File: src/rtl/sreq_pkg.sv
package sreq_pkg;
  typedef enum logic [1:0] {
    ST_REQ   = 2'd0,
    ST_ALIGN = 2'd1,
    ST_DONE  = 2'd2
  } sreq_state_e;

  localparam logic [1:0] SUBCLASS_FREE = 2'd0;
endpackage

File: src/rtl/sreq_sysref_catch.sv
module sreq_sysref_catch #(
  parameter int STAGES = 2
) (
  input  logic clk,
  input  logic rst_n,
  input  logic sysref_i,
  output logic seen_o
);
  logic [STAGES-1:0] sync_q;
  logic              prev_q;
  logic              seen_q;

  for (genvar g = 0; g < STAGES; g++) begin : g_sync
    always_ff @(posedge clk or negedge rst_n) begin
      if (!rst_n) sync_q[g] <= 1'b0;
      else if (g == 0) sync_q[g] <= sysref_i;
      else sync_q[g] <= sync_q[(g == 0) ? 0 : g-1];
    end
  end

  always_ff @(posedge clk or negedge rst_n) begin
    if (!rst_n) begin
      prev_q <= 1'b0;
      seen_q <= 1'b0;
    end else begin
      prev_q <= sync_q[STAGES-1];
      if (sync_q[STAGES-1] && !prev_q) seen_q <= 1'b1;
    end
  end

  assign seen_o = seen_q;
endmodule

File: src/rtl/sreq_comma_run.sv
module sreq_comma_run #(
  parameter int          DATA_W = 8,
  parameter logic [7:0]  COMMA  = 8'hBC,
  parameter int          RUN    = 4
) (
  input  logic              clk,
  input  logic              rst_n,
  input  logic              valid_i,
  input  logic [DATA_W-1:0] data_i,
  input  logic              is_ctl_i,
  output logic              run_met_o
);
  localparam int CNT_W = $clog2(RUN + 1);
  localparam logic [CNT_W-1:0] CNT_MAX = CNT_W'(RUN);

  logic [CNT_W-1:0] cnt_q;
  logic             is_comma;

  assign is_comma = is_ctl_i && (data_i == DATA_W'(COMMA));

  always_ff @(posedge clk or negedge rst_n) begin
    if (!rst_n) cnt_q <= '0;
    else if (valid_i) begin
      if (!is_comma) cnt_q <= '0;
      else if (cnt_q != CNT_MAX) cnt_q <= cnt_q + 1'b1;
    end
  end

  assign run_met_o = (cnt_q == CNT_MAX);
endmodule

File: src/rtl/sreq_release_fsm.sv
module sreq_release_fsm
  import sreq_pkg::*;
#(
  parameter int LMFC_W = 5
) (
  input  logic              clk,
  input  logic              rst_n,
  input  logic              run_met_i,
  input  logic              gate_i,
  input  logic              seen_i,
  input  logic [LMFC_W-1:0] lmfc_i,
  output logic              sync_n_o,
  output logic              cgs_o
);
  sreq_state_e st_q, st_d;

  always_comb begin
    st_d = st_q;
    unique case (st_q)
      ST_REQ:   if (run_met_i) st_d = gate_i ? ST_ALIGN : ST_DONE;
      ST_ALIGN: if (seen_i && (lmfc_i == '0)) st_d = ST_DONE;
      ST_DONE:  st_d = ST_DONE;
      default:  st_d = ST_REQ;
    endcase
  end

  always_ff @(posedge clk or negedge rst_n) begin
    if (!rst_n) st_q <= ST_REQ;
    else st_q <= st_d;
  end

  assign sync_n_o = (st_q == ST_DONE);
  assign cgs_o    = (st_q != ST_REQ);
endmodule

File: src/rtl/sync_req_ctrl.sv
module sync_req_ctrl
  import sreq_pkg::*;
#(
  parameter int         DATA_W        = 8,
  parameter logic [7:0] COMMA         = 8'hBC,
  parameter int         COMMA_RUN     = 4,
  parameter int         LMFC_W        = 5,
  parameter int         SYSREF_STAGES = 2
) (
  input  logic              clk,
  input  logic              link_rst_n,
  input  logic [1:0]        subclass,
  input  logic              chr_valid,
  output logic              chr_ready,
  input  logic [DATA_W-1:0] chr_data,
  input  logic              chr_is_ctl,
  input  logic              sysref,
  input  logic [LMFC_W-1:0] lmfc_cnt,
  output logic              sync_n,
  output logic              cgs_done
);
  logic run_met;
  logic sysref_seen;
  logic gate_sysref;
  logic accept;

  assign chr_ready   = link_rst_n;
  assign accept      = chr_valid && chr_ready;
  assign gate_sysref = (subclass != SUBCLASS_FREE);

  sreq_comma_run #(
    .DATA_W (DATA_W),
    .COMMA  (COMMA),
    .RUN    (COMMA_RUN)
  ) u_run (
    .clk       (clk),
    .rst_n     (link_rst_n),
    .valid_i   (accept),
    .data_i    (chr_data),
    .is_ctl_i  (chr_is_ctl),
    .run_met_o (run_met)
  );

  sreq_sysref_catch #(
    .STAGES (SYSREF_STAGES)
  ) u_sysref (
    .clk      (clk),
    .rst_n    (link_rst_n),
    .sysref_i (sysref),
    .seen_o   (sysref_seen)
  );

  sreq_release_fsm #(
    .LMFC_W (LMFC_W)
  ) u_fsm (
    .clk       (clk),
    .rst_n     (link_rst_n),
    .run_met_i (run_met),
    .gate_i    (gate_sysref),
    .seen_i    (sysref_seen),
    .lmfc_i    (lmfc_cnt),
    .sync_n_o  (sync_n),
    .cgs_o     (cgs_done)
  );
endmodule

File: config.mk
export PLATFORM = sky130hd
export DESIGN_NAME = sync_req_ctrl
export DESIGN_NICKNAME = d
export VERILOG_FILES = /design/src/rtl/sreq_pkg.sv /design/src/rtl/sreq_sysref_catch.sv /design/src/rtl/sreq_comma_run.sv /design/src/rtl/sreq_release_fsm.sv /design/src/rtl/sync_req_ctrl.sv
export SDC_FILE = /design/constraint.sdc
export NUM_CORES = 1
export LEC_CHECK = 0
export CORE_MARGIN = 2
export CORE_UTILIZATION = 35
export DETAILED_ROUTE_END_ITERATION = 8
export PLACE_DENSITY = 0.84
export SLEW_MARGIN = 15
export SYNTH_ARGS = -nofsm -noshare
export SYNTH_HDL_FRONTEND = slang
export SYNTH_SLANG_ARGS = --single-unit
File: constraint.sdc
create_clock -name clk -period 1.5 [get_ports clk]
set_clock_uncertainty 0.05 [all_clocks]
set_input_delay 0.375 -clock clk [delete_from_list [all_inputs] [get_ports clk]]
set_output_delay 0.375 -clock clk [all_outputs]
set_load 0.01 [all_outputs]
==> results of run 1 <==
-- area by class of cell --
class                   count  area, um^2
well taps                  15        18.8
multi-input cells          33         302
inverters                   6        22.5
repair buffers             34         310
fillers                   102         428
flip-flops and latches      9         225
clock inverters             1        5.00
clock buffers               3        22.5
-- final timing paths --
path | startpoint | slack (ns) | cells past startpoint | end
max | u_fsm.st_q[0] | -0.03 | 5 | u_fsm.st_q[0]
min | u_sysref.sync_q[0] | 0.30 | 0 | u_sysref.sync_q[1]
max reg2reg | u_fsm.st_q[0] | -0.03 | 5 | u_fsm.st_q[0]
min reg2reg | u_sysref.sync_q[0] | 0.30 | 0 | u_sysref.sync_q[1]
max in group asynchronous | link_rst_n | 0.88 | 2 | u_sysref.prev_q
min in group asynchronous | link_rst_n | 0.37 | 2 | u_fsm.st_q[1]
-- layer usage --
metal / global-route usage / vias to the layer above / share of wire
met4: 0.0813 / 0 / 0.015
li1: - / 245 / -
met1: 0.170 / 248 / 0.39
met3: 0.0991 / 5 / 0.097
met2: 0.313 / 27 / 0.50
met5: 0 / - / 0
-- synth_stat cells --
| cell | n |
|---|---|
| dfrtp_1 | 9 |
| nand2_1 | 5 |
| o21ai_0 | 2 |
| a31oi_1 | 2 |
| a21oi_1 | 2 |
| mux2_2 | 2 |
| a22oi_2 | 1 |
| nor2_1 | 4 |
| a41oi_1 | 1 |
| inv_1 | 6 |
| buf_4 | 1 |
| ha_1 | 6 |
| nor3_1 | 1 |
| nand3b_1 | 2 |
| nand4_1 | 2 |
| a21o_1 | 1 |
| nor4_4 | 1 |
| nor4_1 | 1 |
-- worst register-to-register path, stage by stage, from the launching register on --
cell and delay (ns):
dfrtp_1 0.40, buf_4 0.14, buf_4 0.14, ha_4 0.16, a22oi_2 0.19, mux2_4 0.33
-- what timing repair did --
| item | in CTS | in global routing |
|---|---|---|
| setup endpoints to repair | 5 | 6 |
| gates resized for setup | 29 | 4 |
| pin swaps | 3 | 0 |
| buffers inserted | 2 | 2 |
-- power breakdown --
part	total, uW	switching [uW]	leakage, uW	internal, uW
clock network	192	93.3	0.0000177	98.5
registers	304	29.6	0.000110	275
logic	707	276	0.000283	431
-- kinds of logic after synthesis --
kind of cell	Yosys count
muxes	2
adders and majority gates	6
and+or+nand+nor	16
buffers and inverters	7
DFF	9
AOI/OAI and AO/OA	9
-- cells in the final DEF (no fill, tap or decap), types with 2 or more instances in the layout --
cell type        Yosys  routed
dfrtp_1              9       9
dlygate4sd2_1        0       4
nor2_1               4       4
clkbuf_4             0       3
buf_4                1      10
clkdlybuf4s50_1      0      15
inv_1                6       2
inv_2                0       4
mux2_4               0       2
ha_4                 0       3
ha_1                 6       3
nand4_1              2       2
o21ai_0              2       2
nand2_1              5       5
nand3b_1             2       2
buf_6                0       4
a31oi_1              2       2
-- metrics by stage --
step | instance area (um^2) | std cells | hold WS (ns)
floorplan | 508 | 49 | 0.0294
global placement | 807 | 94 | 0.292
detailed placement | 807 | 94 | 0.289
CTS | 881 | 99 | 0.306
global route | 906 | 101 | 0.319
finish | 906 | 101 | 0.300
-- flip-flops by register name, summed over array words and instances, names as in the netlist --
signal,cells
u_fsm.st_q,2
u_sysref.sync_q,2
u_run.cnt_q,3
u_sysref.seen_o,1
u_sysref.prev_q,1
==> results.txt, run 1 <==
IO Count - 23
Slew margin rel. - 0.836
Crit Path Category - reg2reg
Antenna violations before repair - 0
Setup ws final - -0.0279 ns
Top cell type's share of synthesized area - 0.443
Post-cts hold buffer count - 0
Ratio of cells with drive above 1 in the final layout - 0.360
VDD IR max - 0.683 mV
Post-synthesis adder-cell area fraction - 0.148
WP buf/inv - 2
CTS tree - built
Largest net degree at the start of global routing - 12
Total wire length - 1440 um
Dpl hpwl - 1000 um
Synth warn - 0
Tcrit/Tclk final - 1.02
Crit path max-delay family - flip-flops
GPL Wtd Cong - 0.689
Die span in y - 42.1 um
Later-pin clock latency in the skew report - 0.27 ns
Mapped cell area - 508 um^2
Sequential cell area fraction in the yosys report - 0.443
Failing checks - negative setup slack
Via count of the routed design - 525
Max Root-Sink Buffers - 2
Clk slew on worst S/H paths - 0.07 ns
Outcome - finished, violations left
Final Max Tran Viols - 0
Post-synthesis net count - 75
Input/output buffers - 22
Largest stage delay, worst path - 0.40 ns
# nets final - 113
Fmax - 654 MHz
DR DRC count - 0
Antenna Cells - 0
Final hold violations - 0
Starting density of the core - 0.381
Clock sinks - 9
Cells after Synth - 49
WP data required - 1.61 ns
Grt total ovfl - 0
Post-layout util - 0.679
Syn-to-layout area delta - 78.3%
Routed len/inst - 14.2 um
Pleak - 0.000411 uW
Antenna-violating nets left - 0
Slowest-stage cell, CP - dfrtp_1
CP arrival - 1.64 ns
TritonCTS buffer count - 3
Core area - 1330 um^2
Worst-path fanout max - 3
Synth unique cells - 18
Most area-consuming cells after synthesis - dfrtp_1, ha_1, inv_1
Post-Synth Simple-Gate Area - 0.185
DR iter-0 viols - 13
Die area - 1770 um^2
H-tree depth - 1
Hold Path Class - reg2reg
Crit. End Element - register
Mean Syn Cell Area - 10.4 um^2
Power Total - 1200 uW
Vias per std cell - 5.20
Global-route wire length before repair - 2320 um
Synth Register Bits - 9
Critical Path Start Type - register
Rows - 13
RSZ-0062 raised after global routing - yes
CTS root buf - clkbuf_4
Vias in the first global route - 544
CP cell instances - buf_4 > buf_4 > ha_4 > a22oi_2 > mux2_4
Largest family of logic cells by synthesized area - simple AND/OR/NAND/NOR gates
Dominant cell type by area after synthesis - dfrtp_1
Power per cell area - 1330 nW/um^2
Final TNS setup - -0.0921 ns
Worst slew pin tran - 0.244 ns
Mux cell area share after synthesis - 0.0443
Max-cap violation count - 0
Initial DRT Pass Iterations - 4
Die width - 42.1 um
CP most frequent cell - buf_4
Compound-Gate Fraction of Synth Area - 0.121
Xor and xnor area share after synthesis - 0
Fin crit period - 1.53 ns
Aggregate global-route resource usage - 0.179
Number of setup violations in the final report - 4
Worst slack, placed - -0.380 ns
No activity file was read; power rests on OpenSTA's default activity.
==> run 2: changes to the inputs <==
--- a/config.mk
+++ b/config.mk
@@ -7,7 +7,9 @@
 export LEC_CHECK = 0
 export CORE_MARGIN = 2
 export CORE_UTILIZATION = 35
+export CTS_CLUSTER_SIZE = 25
 export DETAILED_ROUTE_END_ITERATION = 8
+export GPL_TIMING_DRIVEN = 0
 export PLACE_DENSITY = 0.84
 export SLEW_MARGIN = 15
 export SYNTH_ARGS = -nofsm -noshare
==> results.txt, run 2 (synthesis results as in run 1) <==
DR DRC count - 0
Most frequent cells in the layout - clkdlybuf4s50_1, dfrtp_1, buf_4
WP data required - 1.07 ns
Tcrit/Tclk final - 0.996
Largest stage delay, worst path - 0.40 ns
Initial DRT Pass Iterations - 4
Aggregate global-route resource usage - 0.174
CTS tree - built
Crit Path Category - reg2out
Power per cell area - 1190 nW/um^2
# nets final - 109
Antenna Cells - 0
Max FFs per register - 3
Final Max Tran Viols - 0
Routed len/inst - 13.8 um
Most common cell after layout, fill and taps aside - clkdlybuf4s50_1
Syn-to-layout area delta - 73.4%
VDD IR max - 0.665 mV
Grt total ovfl - 0
Later-pin clock latency in the skew report - 0.27 ns
Core area - 1330 um^2
Input/output buffers - 22
CP cell instances - buf_6 > ha_2 > buf_6
Die width - 42.1 um
Biggest regs - u_run.cnt_q (3), u_fsm.st_q (2), u_sysref.sync_q (2)
Slowest-stage cell, CP - dfrtp_1
Die area - 1770 um^2
Crit. End Element - output pin
Rows - 13
Largest net degree at the start of global routing - 10
CP most frequent cell - buf_6
Pleak - 0.000394 uW
Max-cap violation count - 0
Vias per std cell - 5.13
Total wire length - 1330 um
R2r setup slk - 0.05 ns
Post-placement cell area - 747 um^2
CTS root buf - clkbuf_4
Global-route wire length before repair - 2270 um
Starting density of the core - 0.381
Clock sinks - 9
Critical Path Start Type - register
Fmax - 670 MHz
Max Root-Sink Buffers - 2
DR iter-0 viols - 7
Clk slew on worst S/H paths - 0.06 ns
Largest Register - u_run.cnt_q
Antenna violations before repair - 0
Via count of the routed design - 498
Vias in the first global route - 554
GPL Wtd Cong - 0.737
Placed Cells - 86
Hold Path Class - reg2reg
Final TNS setup - 0 ns
Antenna-violating nets left - 0
Final std cells w/o fill - 97
Slew margin rel. - 0.731
Fin crit period - 1.49 ns
CP arrival - 1.07 ns
Final hold violations - 0
H-tree depth - 1
Outcome - finished, final reports clean
IO Count - 23
Worst hold margin - 0.312 ns
Ratio of cells with drive above 1 in the final layout - 0.329
Number of setup violations in the final report - 0
Worst-path fanout max - 2
Worst slew pin tran - 0.403 ns
Die span in y - 42.1 um
Dpl hpwl - 885 um
TritonCTS buffer count - 3
Post-Layout Inst Area - 881 um^2
FILL cells - 99
RSZ-0062 raised after global routing - yes
## run 2: cell type report
type                            count  area, um^2  area share
Tap cell                           15        18.8      0.0213
Clock buffer                        3        22.5      0.0256
Inverter                            6        22.5      0.0256
Clock inverter                      1        5.00     0.00568
Multi-Input combinational cell     33         302       0.342
Timing Repair Buffer               29         278       0.315
Buffer                              1        7.51     0.00852
Sequential cell                     9         225       0.256
## run 2: worst paths after layout
| kind | startpoint | end | cells past startpoint |
|---|---|---|---|
| min in group asynchronous | link_rst_n | u_fsm.st_q[0] | 2 |
| max in group asynchronous | link_rst_n | u_run.cnt_q[2] | 2 |
| worst max register to register | u_fsm.st_q[1] | u_fsm.st_q[1] | 5 |
| worst max-delay path | u_fsm.st_q[1] | sync_n | 3 |
| worst min register to register | u_sysref.sync_q[0] | u_sysref.sync_q[1] | 0 |
| worst min-delay path | u_sysref.sync_q[0] | u_sysref.sync_q[1] | 0 |
## run 2: routing by layer
metal	track usage	vias up	wire length (um)
li1	-	239	-
met1	0.161	231	524
met2	0.309	19	664
met3	0.0905	9	99
met4	0.0875	0	46
met5	0	-	0
## run 2: what timing repair did
action | CTS | global route
hold buffers | 1 | 0
pin swaps | 5 | 5
gates resized for setup | 32 | 6
endpoints found under the hold margin | 9 | 0
setup endpoints to repair | 7 | 6
setup buffers | 4 | 2
## run 2: through the flow
stage	util	setup WS, ns	power (uW)
5_1_grt	0.660	-0.0354	1120
6_report	0.660	0.00668	1040
2_1_floorplan	-	0.0994	517
4_1_cts	0.630	0.00223	1020
3_5_place_dp	0.560	-0.813	667
3_3_place_gp	0.560	-0.771	655
## run 2: critical path: cells and delay by family, from the launching register on
kind | cells | cell delay [ns]
flip-flops | 1 | 0.40
buffers and inverters | 2 | 0.23
adder cells (fa/ha/maj) | 1 | 0.16
## run 2: report_power, final
part / total [uW] / switching, uW / internal, uW / leakage (uW)
Sequential: 297 / 22.5 / 275 / 0.000110
Clock: 191 / 92.2 / 98.8 / 0.0000177
Combinational: 556 / 214 / 342 / 0.000266
Total: 1040 / 328 / 715 / 0.000394
==> run 3: changes to the inputs <==
--- a/config.mk
+++ b/config.mk
@@ -9,6 +9,7 @@
 export CORE_UTILIZATION = 35
 export CTS_CLUSTER_SIZE = 25
 export DETAILED_ROUTE_END_ITERATION = 8
+export GPL_ROUTABILITY_DRIVEN = 0
 export GPL_TIMING_DRIVEN = 0
 export PLACE_DENSITY = 0.84
 export SLEW_MARGIN = 15
==> results of run 3 <==
Same layout as run 2: the final DEF is identical, and so are final timing and power.
